## src/rtl/rrs_pkg.sv

```systemverilog
package rrs_pkg;
   localparam int N_COND = 6;

   typedef enum logic [1:0] {
      ST_HOLD    = 2'd0,
      ST_WAIT    = 2'd1,
      ST_RUN     = 2'd2,
      ST_STRETCH = 2'd3
   } rrs_state_e;
endpackage

```

## src/rtl/rrs_sync.sv

```systemverilog
module rrs_sync #(
   parameter int WIDTH  = 1,
   parameter int STAGES = 2
) (
   input  logic             clk,
   input  logic             rst_n,
   input  logic [WIDTH-1:0] d,
   output logic [WIDTH-1:0] q
);
   logic [STAGES-1:0][WIDTH-1:0] stg;

   for (genvar i = 0; i < STAGES; i++) begin : g_stage
      if (i == 0) begin : g_first
         always_ff @(posedge clk or negedge rst_n) begin
            if (!rst_n) stg[0] <= '0;
            else        stg[0] <= d;
         end
      end else begin : g_next
         always_ff @(posedge clk or negedge rst_n) begin
            if (!rst_n) stg[i] <= '0;
            else        stg[i] <= stg[i-1];
         end
      end
   end

   assign q = stg[STAGES-1];
endmodule

```

## src/rtl/rrs_lowqual.sv

```systemverilog
module rrs_lowqual #(
   parameter int QUAL_CYC = 10
) (
   input  logic clk,
   input  logic rst_n,
   input  logic line_s,
   output logic qual
);
   localparam int QW = $clog2(QUAL_CYC + 1);
   localparam logic [QW-1:0] QMAX = QW'(QUAL_CYC);

   logic [QW-1:0] low_cnt;

   always_ff @(posedge clk or negedge rst_n) begin
      if (!rst_n)               low_cnt <= '0;
      else if (line_s)          low_cnt <= '0;
      else if (low_cnt != QMAX) low_cnt <= low_cnt + 1'b1;
   end

   assign qual = (low_cnt == QMAX);
endmodule

```

## src/rtl/rrs_timer.sv

```systemverilog
module rrs_timer #(
   parameter int LIMIT = 16
) (
   input  logic clk,
   input  logic rst_n,
   input  logic clr,
   output logic done
);
   localparam int TW = $clog2(LIMIT);
   localparam logic [TW-1:0] TLAST = TW'(LIMIT - 1);

   logic [TW-1:0] cnt;

   always_ff @(posedge clk or negedge rst_n) begin
      if (!rst_n)          cnt <= '0;
      else if (clr)        cnt <= '0;
      else if (cnt != TLAST) cnt <= cnt + 1'b1;
   end

   assign done = (cnt == TLAST);
endmodule

```

## src/rtl/card_reset_sequencer.sv

```systemverilog
module card_reset_sequencer
   import rrs_pkg::*;
#(
   parameter int SYNC_STAGES = 2,
   parameter int QUAL_CYC    = 10,
   parameter int PURST_CYC   = 50000
) (
   input  logic clk,
   input  logic rst_n,
   input  logic main_ok,
   input  logic host33_ok,
   input  logic board_sel_n,
   input  logic card33_ok,
   input  logic card50_ok,
   input  logic pwr_en,
   input  logic host_rst_n,
   output logic card_rst_n,
   output logic card_rst
);
   if (SYNC_STAGES < 2) begin : g_bad_sync
      $error("SYNC_STAGES must be at least 2");
   end
   if (QUAL_CYC < 1) begin : g_bad_qual
      $error("QUAL_CYC must be at least 1");
   end
   if (PURST_CYC < 2) begin : g_bad_purst
      $error("PURST_CYC must be at least 2");
   end

   localparam int SW = N_COND + 1;

   logic [SW-1:0] raw_in, sync_out;
   logic          cond_ok_s, host_s, host_qual, period_done;
   rrs_state_e    state, state_nx;

   assign raw_in = {host_rst_n, pwr_en, card50_ok, card33_ok,
                    ~board_sel_n, host33_ok, main_ok};

   rrs_sync #(.WIDTH(SW), .STAGES(SYNC_STAGES)) u_sync (
      .clk(clk), .rst_n(rst_n), .d(raw_in), .q(sync_out)
   );

   assign cond_ok_s = &sync_out[N_COND-1:0];
   assign host_s    = sync_out[N_COND];

   rrs_lowqual #(.QUAL_CYC(QUAL_CYC)) u_qual (
      .clk(clk), .rst_n(rst_n), .line_s(host_s), .qual(host_qual)
   );

   rrs_timer #(.LIMIT(PURST_CYC)) u_timer (
      .clk(clk), .rst_n(rst_n), .clr(state_nx != state), .done(period_done)
   );

   always_comb begin
      state_nx = state;
      unique case (state)
         ST_HOLD:
            if (cond_ok_s && host_s) state_nx = ST_WAIT;
         ST_WAIT:
            if (!(cond_ok_s && host_s)) state_nx = ST_HOLD;
            else if (period_done)       state_nx = ST_RUN;
         ST_RUN:
            if (!cond_ok_s)     state_nx = ST_HOLD;
            else if (host_qual) state_nx = ST_STRETCH;
         ST_STRETCH:
            if (!cond_ok_s)                  state_nx = ST_HOLD;
            else if (period_done && host_s)  state_nx = ST_RUN;
         default: state_nx = ST_HOLD;
      endcase
   end

   always_ff @(posedge clk or negedge rst_n) begin
      if (!rst_n) state <= ST_HOLD;
      else        state <= state_nx;
   end

   assign card_rst_n = (state == ST_RUN);
   assign card_rst   = (state != ST_RUN);
endmodule

```

## config.mk

```make
export PLATFORM = sky130hd
export DESIGN_NAME = card_reset_sequencer
export DESIGN_NICKNAME = d
export VERILOG_FILES = /design/src/rtl/rrs_pkg.sv /design/src/rtl/rrs_sync.sv /design/src/rtl/rrs_lowqual.sv /design/src/rtl/rrs_timer.sv /design/src/rtl/card_reset_sequencer.sv
export SDC_FILE = /design/constraint.sdc
export NUM_CORES = 1
export LEC_CHECK = 0
export BUFFER_PORTS_ARGS = -buffer_cell sky130_fd_sc_hd__clkbuf_2
export CORE_MARGIN = 2
export CORE_UTILIZATION = 55
export CTS_BUF_LIST = sky130_fd_sc_hd__clkbuf_8
export DETAILED_ROUTE_END_ITERATION = 8
export PLACE_DENSITY = 0.73
export SYNTH_ARGS = -nofsm -noshare
export SYNTH_HDL_FRONTEND = slang
export SYNTH_SLANG_ARGS = --single-unit
```

## constraint.sdc

```tcl
create_clock -name clk -period 2.4 [get_ports clk]
set_clock_uncertainty 0.15 [all_clocks]
set_input_delay 0 -clock clk [delete_from_list [all_inputs] [get_ports clk]]
set_output_delay 0 -clock clk [all_outputs]
set_load 0.005 [all_outputs]
```

==> reports/qor.txt, run 1 <==
CLOCKING
--------------------------------------------------------------------------------------
Clk sinks                                                                           36
Post-CTS setup buffer count                                                          0
Clock buffer count from CTS                                                          5
CTS tree                                                                          done
Root buffer cell                                                          sky130_fd_sc_hd__clkbuf_8
Max Buffers Root-to-Sink                                                             2
# H-tree levels                                                                      2
Clock latency reported for the late side of the worst-skew pair                0.29 ns
Register clock-pin slew on the reported worst setup and hold paths             0.07 ns

TIMING
--------------------------------------------------------------------------------------
RSZ-0062 raised after global routing                                             false
Min cycle time layout                                                          2.07 ns
Setup WS post-layout                                                          0.328 ns
Aggregate negative setup slack                                                    0 ns
Transition time of the tightest slew-check pin                                0.833 ns
Max-slew violations                                                                  0
Final setup violating endpoints                                                      0
Period utilisation layout                                                        86.3%
Highest achievable clock rate                                                  483 MHz
Count of final hold-check violations                                                 0
Relative slew margins                                                            44.4%

WORST HOLD PATH
--------------------------------------------------------------------------------------
Hold Crit Class                                                               in2async

SYNTHESIS
--------------------------------------------------------------------------------------
Share of synthesized area occupied by flip-flops and latches                     54.4%
Mapped Nets                                                                        151
Leading register cell type out of synthesis                               sky130_fd_sc_hd__dfrtp_1
Post-synth design cell area                                                 1660 sq um
Mean cell area of the mapped netlist                                        11.9 sq um
Number of instances in the synthesized netlist                                     139
Count of synthesis-stage warnings from yosys                                         0
Async set or reset register ratio after synthesis                                 100%
Number of synthesized flops with an enable pin                                       0
Post-synthesis register bit count                                                   36
Yosys cell types                                                                    38

SETUP PATH
--------------------------------------------------------------------------------------
Largest driver fanout on the critical path                                          16
Count of buffer and inverter cells on the critical path                              1
Critical path cell sequence                                               ha_1 -> and4_1 -> nand4_4 -> a211oi_4 -> buf_4 -> a22oi_1
Required time reported for the critical path endpoint                          2.40 ns
Kind of capture point of the worst setup path                                flip-flop
Largest delay contributor family on the critical path                     simple AND/OR/NAND/NOR gates
Startpoint kind of the worst setup timing path                               flip-flop
Library cell contributing the largest single delay on the critical path   sky130_fd_sc_hd__dfrtp_1
Delay of the slowest critical-path stage                                       0.41 ns
Critical path type                                                             reg2reg
Critical path arrival                                                          2.07 ns

FINISH
--------------------------------------------------------------------------------------
Post-route cell area                                                        1910 sq um
Fraction of layout cells with a size suffix above 1                              21.6%
Layout overhead on the synthesized area                                          15.4%
Most frequent cells in the layout                                         sky130_fd_sc_hd__dfrtp_1, sky130_fd_sc_hd__clkbuf_2, sky130_fd_sc_hd__a21oi_2
Number of antenna cells inserted                                                     0
Most common cell after layout, fill and taps aside                        sky130_fd_sc_hd__dfrtp_1
Number of nets in the final layout                                                 173

PWR
--------------------------------------------------------------------------------------
Cell-internal power                                                            1.10 mW
Register share of total power                                                    50.4%
Max rail drop VDD                                                             0.620 mV
Leakage power                                                                 0.857 nW
Clock network power share                                                        34.0%
P_sw                                                                            407 uW
Share of power burned in combinational logic                                     15.6%
Power Dens Cells                                                           790 nW/um^2
Net Sw Frac                                                                      27.0%

GLOBAL ROUTING
--------------------------------------------------------------------------------------
First-pass GRT wire length                                                     4.97 mm
Overflow left after global routing                                                   0
Initial antenna violation count                                                      0
Number of global-route vias before repair                                        1,126
Pin count of the biggest net entering global routing                                37
GRT Total Usage                                                                  19.4%

STATUS
--------------------------------------------------------------------------------------
Failing checks                                                                     DRC
Status                                                                    finished, violations left

PLACED DESIGN
--------------------------------------------------------------------------------------
Half-perimeter wire length of the detailed placement result                    1.84 mm
Cell Area, Placed                                                           1720 sq um
Port buffer count                                                                   10
Worst setup timing slack at the placement stage                               0.364 ns
Final GP Congestion                                                              0.979

DETAILED ROUTING
--------------------------------------------------------------------------------------
Post-DR wirelength/cell                                                        14.8 um
DRC Markers                                                                          1
Average vias per placed instance                                                  5.85
Detailed router's first-iteration violation count                                   27
Pre-Repair DR Iteration Count                                                        6
Total routed wirelength                                                        2.85 mm
Antenna-violating nets left                                                          0
Routed via count                                                                 1,130

FLOORPLAN
--------------------------------------------------------------------------------------
I/O pin count                                                                       11
Overall die area                                                            3460 sq um
Count of standard-cell rows                                                         19
Overall die width                                                              58.9 um
Initial Util                                                                     59.0%
Area inside the core boundary                                               2810 sq um
Die outline height                                                             58.9 um

JOB
--------------------------------------------------------------------------------------
Max-cap check violation count                                                        0

-- routing by layer --
metal | up-vias | global-route usage [%] | part of all wire (%)
li1 | 545 | - | -
met1 | 557 | 23.8 | 46
met2 | 22 | 32.4 | 49
met3 | 6 | 5.93 | 4.2
met4 | 0 | 6.82 | 1.4
met5 | - | 0 | 0
-- power groups by stage --
stage / registers [mW] / clock network [mW] / logic [mW]
2_1_floorplan: 0.736 / 0 / 0.199
3_3_place_gp: 0.765 / 0 / 0.218
6_report: 0.761 / 0.513 / 0.236
4_1_cts: 0.760 / 0.522 / 0.238
3_5_place_dp: 0.771 / 0 / 0.226
5_1_grt: 0.773 / 0.548 / 0.265
-- metrics by stage --
| step | std cells | power [mW] | hold WS [ns] | util [%] |
|---|---|---|---|---|
| after floorplan | 139 | 0.936 | -0.446 | - |
| after global placement | 177 | 0.983 | -0.0409 | 61.4 |
| after detailed placement | 177 | 0.997 | -0.0404 | 61.4 |
| after CTS | 193 | 1.52 | 0.199 | 68.1 |
| after global routing | 193 | 1.59 | 0.207 | 68.1 |
| final | 193 | 1.51 | 0.190 | 68.1 |
-- layout make-up --
class / count / area [sq um]
clock inverters: 3 / 38.8
inverters: 4 / 15.0
multi-input cells: 94 / 703
flip-flops and latches: 36 / 901
fillers: 210 / 895
clock buffers: 5 / 68.8
well taps: 31 / 38.8
repair buffers: 20 / 145
-- state kept, by name, indices dropped and copies added, names as in the netlist --
| register | cells |
|---|---|
| u_sync.q | 7 |
| u_qual.low_cnt | 4 |
| state | 2 |
| u_sync.stg | 7 |
| u_timer.cnt | 16 |
-- cell usage after synthesis, drive strengths merged, types with 2 or more instances --
cell type,number,share of area (%)
nor4,3,1.1
nand2,5,1.1
a22oi,3,1.4
nand3,8,2.4
ha,3,2.3
or3,2,0.76
xnor2,6,3.2
inv,4,0.91
xor2,8,4.2
nor2,6,1.4
o21ai,2,0.60
and3,3,1.1
buf,4,2.0
and4,3,1.6
dfrtp,36,54
nand4,8,3.9
nor3,5,1.5
a21oi,13,6.0
-- worst paths after layout --
kind	startpoint	to	slack [ns]	depth (start not counted)
worst max-delay path	u_timer.cnt[0]	u_timer.cnt[3]	0.33	6
min in group clk	u_sync.stg[2]	u_sync.q[2]	0.20	0
worst min register to register	u_sync.stg[2]	u_sync.q[2]	0.20	0
worst min-delay path	rst_n	u_qual.low_cnt[2]	0.19	2
worst max register to register	u_timer.cnt[0]	u_timer.cnt[3]	0.33	6
max in group asynchronous	rst_n	u_qual.low_cnt[0]	1.38	2
-- timing repair --
item | 4_1_cts | 5_1_grt
hold endpoints to repair | 43 | 0
hold buffers | 8 | 0
resized for setup | 0 | 0
-- kinds of logic after synthesis --
group / synth area share, %
AO/OA/AOI/OAI: 12.9
XOR/XNOR: 7.41
adder cells (fa/ha/maj): 2.27
buffers and inverters: 3.10
flip-flops: 54.4
multiplexers: 0.605
AND/OR/NAND/NOR: 19.3
Note: power is estimated with default switching activity, not from simulation.
==> run 2: changes to the inputs <==
--- a/config.mk
+++ b/config.mk
@@ -6,7 +6,7 @@
 export NUM_CORES = 1
 export LEC_CHECK = 0
 export BUFFER_PORTS_ARGS = -buffer_cell sky130_fd_sc_hd__clkbuf_2
-export CORE_MARGIN = 2
+export CORE_MARGIN = 3
 export CORE_UTILIZATION = 55
 export CTS_BUF_LIST = sky130_fd_sc_hd__clkbuf_8
 export DETAILED_ROUTE_END_ITERATION = 8
==> reports/qor.txt, run 2 (synthesized netlist as in run 1, its figures left out) <==
PLACED DESIGN
--------------------------------------------------------------------------------------
Final GP Congestion                                                              0.921   -5.9%
Half-perimeter wire length of the detailed placement result                    1.90 mm   +3.3%
Cell Area, Placed                                                           1720 sq um   unchanged
Port buffer count                                                                   10   unchanged
Cell Count Post-Placement                                                          177   unchanged

SETUP PATH
--------------------------------------------------------------------------------------
Delay of the slowest critical-path stage                                       0.41 ns   about the same
Critical path arrival                                                          2.09 ns   +0.02 ns
Count of buffer and inverter cells on the critical path                              1   unchanged
Total number of cells along the worst setup path                                     6   unchanged
Library cell contributing the largest single delay on the critical path   sky130_fd_sc_hd__dfrtp_1
Required time reported for the critical path endpoint                          2.41 ns   about the same
Critical path cell sequence                                               ha_1 -> and4_1 -> nand4_4 -> a211oi_4 -> buf_4 -> a22oi_1
Critical path type                                                             reg2reg
Startpoint kind of the worst setup timing path                               flip-flop
Largest delay contributor family on the critical path                     simple AND/OR/NAND/NOR gates
R2R cell count                                                                       6   unchanged
Largest driver fanout on the critical path                                          16   unchanged
Kind of capture point of the worst setup path                                flip-flop

JOB
--------------------------------------------------------------------------------------
Max-cap check violation count                                                        0   unchanged

CLOCKING
--------------------------------------------------------------------------------------
# resized after CTS                                                                  0   unchanged
Clk sinks                                                                           36   unchanged
CTS tree                                                                          done
Clock buffer count from CTS                                                          5   unchanged
Clock latency reported for the late side of the worst-skew pair                0.29 ns   about the same
Max Buffers Root-to-Sink                                                             2   unchanged
Register clock-pin slew on the reported worst setup and hold paths             0.08 ns   about the same
Root buffer cell                                                          sky130_fd_sc_hd__clkbuf_8
# H-tree levels                                                                      2   unchanged

DETAILED ROUTING
--------------------------------------------------------------------------------------
Pre-Repair DR Iteration Count                                                        4   -2
Average vias per placed instance                                                  5.85   unchanged
Post-DR wirelength/cell                                                        14.3 um   -3.2%
DRC Markers                                                                          0   -1
Antenna-violating nets left                                                          0   unchanged
Total routed wirelength                                                        2.76 mm   -3.2%
Detailed router's first-iteration violation count                                   24   -11%
Routed via count                                                                 1,130   unchanged

FINISH
--------------------------------------------------------------------------------------
Filler cell count in the final layout                                              213   +1.4%
Number of antenna cells inserted                                                     0   unchanged
Most common cell after layout, fill and taps aside                        sky130_fd_sc_hd__dfrtp_1
Fraction of layout cells with a size suffix above 1                              22.2%   +0.62 points
Layout overhead on the synthesized area                                          15.9%
Number of nets in the final layout                                                 173   unchanged
Post-route cell area                                                        1920 sq um   +0.39%
Area of combinational cells with multiple inputs                             703 sq um   unchanged
Sequential cell area                                                         901 sq um   unchanged
Most frequent cells in the layout                                         sky130_fd_sc_hd__dfrtp_1, sky130_fd_sc_hd__clkbuf_2, sky130_fd_sc_hd__a21oi_2
Fin cells                                                                          193   unchanged
Register with the most flip-flops                                          u_timer.cnt
Flip-flop count of the largest register, all copies and words added                 16   unchanged

TIMING
--------------------------------------------------------------------------------------
Relative slew margins                                                            44.6%   +0.11 points
Final setup violating endpoints                                                      0   unchanged
Transition time of the tightest slew-check pin                                0.832 ns   -0.00170 ns
RSZ-0062 raised after global routing                                             false
Period utilisation layout                                                        86.7%   +0.35 points
Max-slew violations                                                                  0   unchanged
Count of final hold-check violations                                                 0   unchanged
Aggregate negative setup slack                                                    0 ns   unchanged
Min cycle time layout                                                          2.08 ns   +0.00835 ns
Highest achievable clock rate                                                  481 MHz   -0.40%

FLOORPLAN
--------------------------------------------------------------------------------------
Die outline height                                                             60.9 um   +3.4%
Initial Util                                                                     59.0%   unchanged
Overall die area                                                            3700 sq um   +6.9%
I/O pin count                                                                       11   unchanged
Overall die width                                                              60.9 um   +3.4%
Count of standard-cell rows                                                         19   unchanged
Area inside the core boundary                                               2810 sq um   unchanged

PWR
--------------------------------------------------------------------------------------
Register share of total power                                                    49.7%   -0.7 points
Leakage power                                                                 0.853 nW   -0.53%
Max rail drop VDD                                                             0.620 mV   about the same
Cell-internal power                                                            1.11 mW   +0.84%
Net Sw Frac                                                                      27.3%   +0.31 points
Clock network power share                                                        34.8%   +0.8 points
Power Dens Cells                                                           797 nW/um^2   +0.88%
P_sw                                                                            417 uW   +2.4%
Share of power burned in combinational logic                                     15.5%   about the same

GLOBAL ROUTING
--------------------------------------------------------------------------------------
Initial antenna violation count                                                      0   unchanged
Overflow left after global routing                                                   0   unchanged
Number of global-route vias before repair                                        1,102   -2.1%
First-pass GRT wire length                                                     4.91 mm   -1.3%
Pin count of the biggest net entering global routing                                37   unchanged
GRT Total Usage                                                                  18.6%   -0.79 points

WORST HOLD PATH
--------------------------------------------------------------------------------------
Hold Crit Class                                                               in2async

STATUS
--------------------------------------------------------------------------------------
Status                                                                    finished, final reports clean

==> run 2: routing by layer <==
| layer | track usage, % | routed length (um) |
|---|---|---|
| met1 | 23.7 | 1210 |
| met2 | 29.2 | 1350 |
| met3 | 6.38 | 155 |
| met4 | 7.43 | 47 |
| met5 | 0 | 0 |
==> run 2: final timing paths <==
path / from / end / slack, ns
worst max-delay path: u_timer.cnt[0] / u_timer.cnt[3] / 0.32
worst max register to register: u_timer.cnt[0] / u_timer.cnt[3] / 0.32
min in group clk: main_ok / u_sync.stg[0] / 0.20
max in group asynchronous: rst_n / u_timer.cnt[11] / 1.39
worst min register to register: u_sync.stg[1] / u_sync.q[1] / 0.20
worst min-delay path: rst_n / u_timer.cnt[2] / 0.19
==> run 2: power by group through the flow <==
stage	combinational (mW)	sequential, mW	clock (mW)
6_report	0.237	0.760	0.533
3_3_place_gp	0.217	0.766	0
4_1_cts	0.237	0.759	0.548
3_5_place_dp	0.228	0.769	0
5_1_grt	0.268	0.774	0.572
2_1_floorplan	0.199	0.736	0
==> run 2: layout make-up <==
class                   count  share of cell area [%]
repair buffers             20                    7.57
flip-flops and latches     36                    47.0
well taps                  31                    2.02
clock inverters             3                    2.41
inverters                   4                   0.783
multi-input cells          94                    36.7
clock buffers               5                    3.59
==> run 2: repair_timing <==
| item | CTS | global route |
|---|---|---|
| hold endpoints to repair | 43 | 0 |
| hold buffers | 8 | 0 |
| buffers inserted | 0 | 0 |
==> run 2: through the flow <==
stage                     setup WS [ns]  hold slack (ns)  power [mW]  utilization [%]
after CTS                         0.326            0.190        1.54             68.4
final                             0.320            0.187        1.53             68.4
after global placement            0.426          -0.0406       0.983             61.4
after global routing              0.195            0.197        1.61             68.4
after floorplan                   0.489           -0.446       0.936                -
after detailed placement          0.345          -0.0403       0.997             61.4
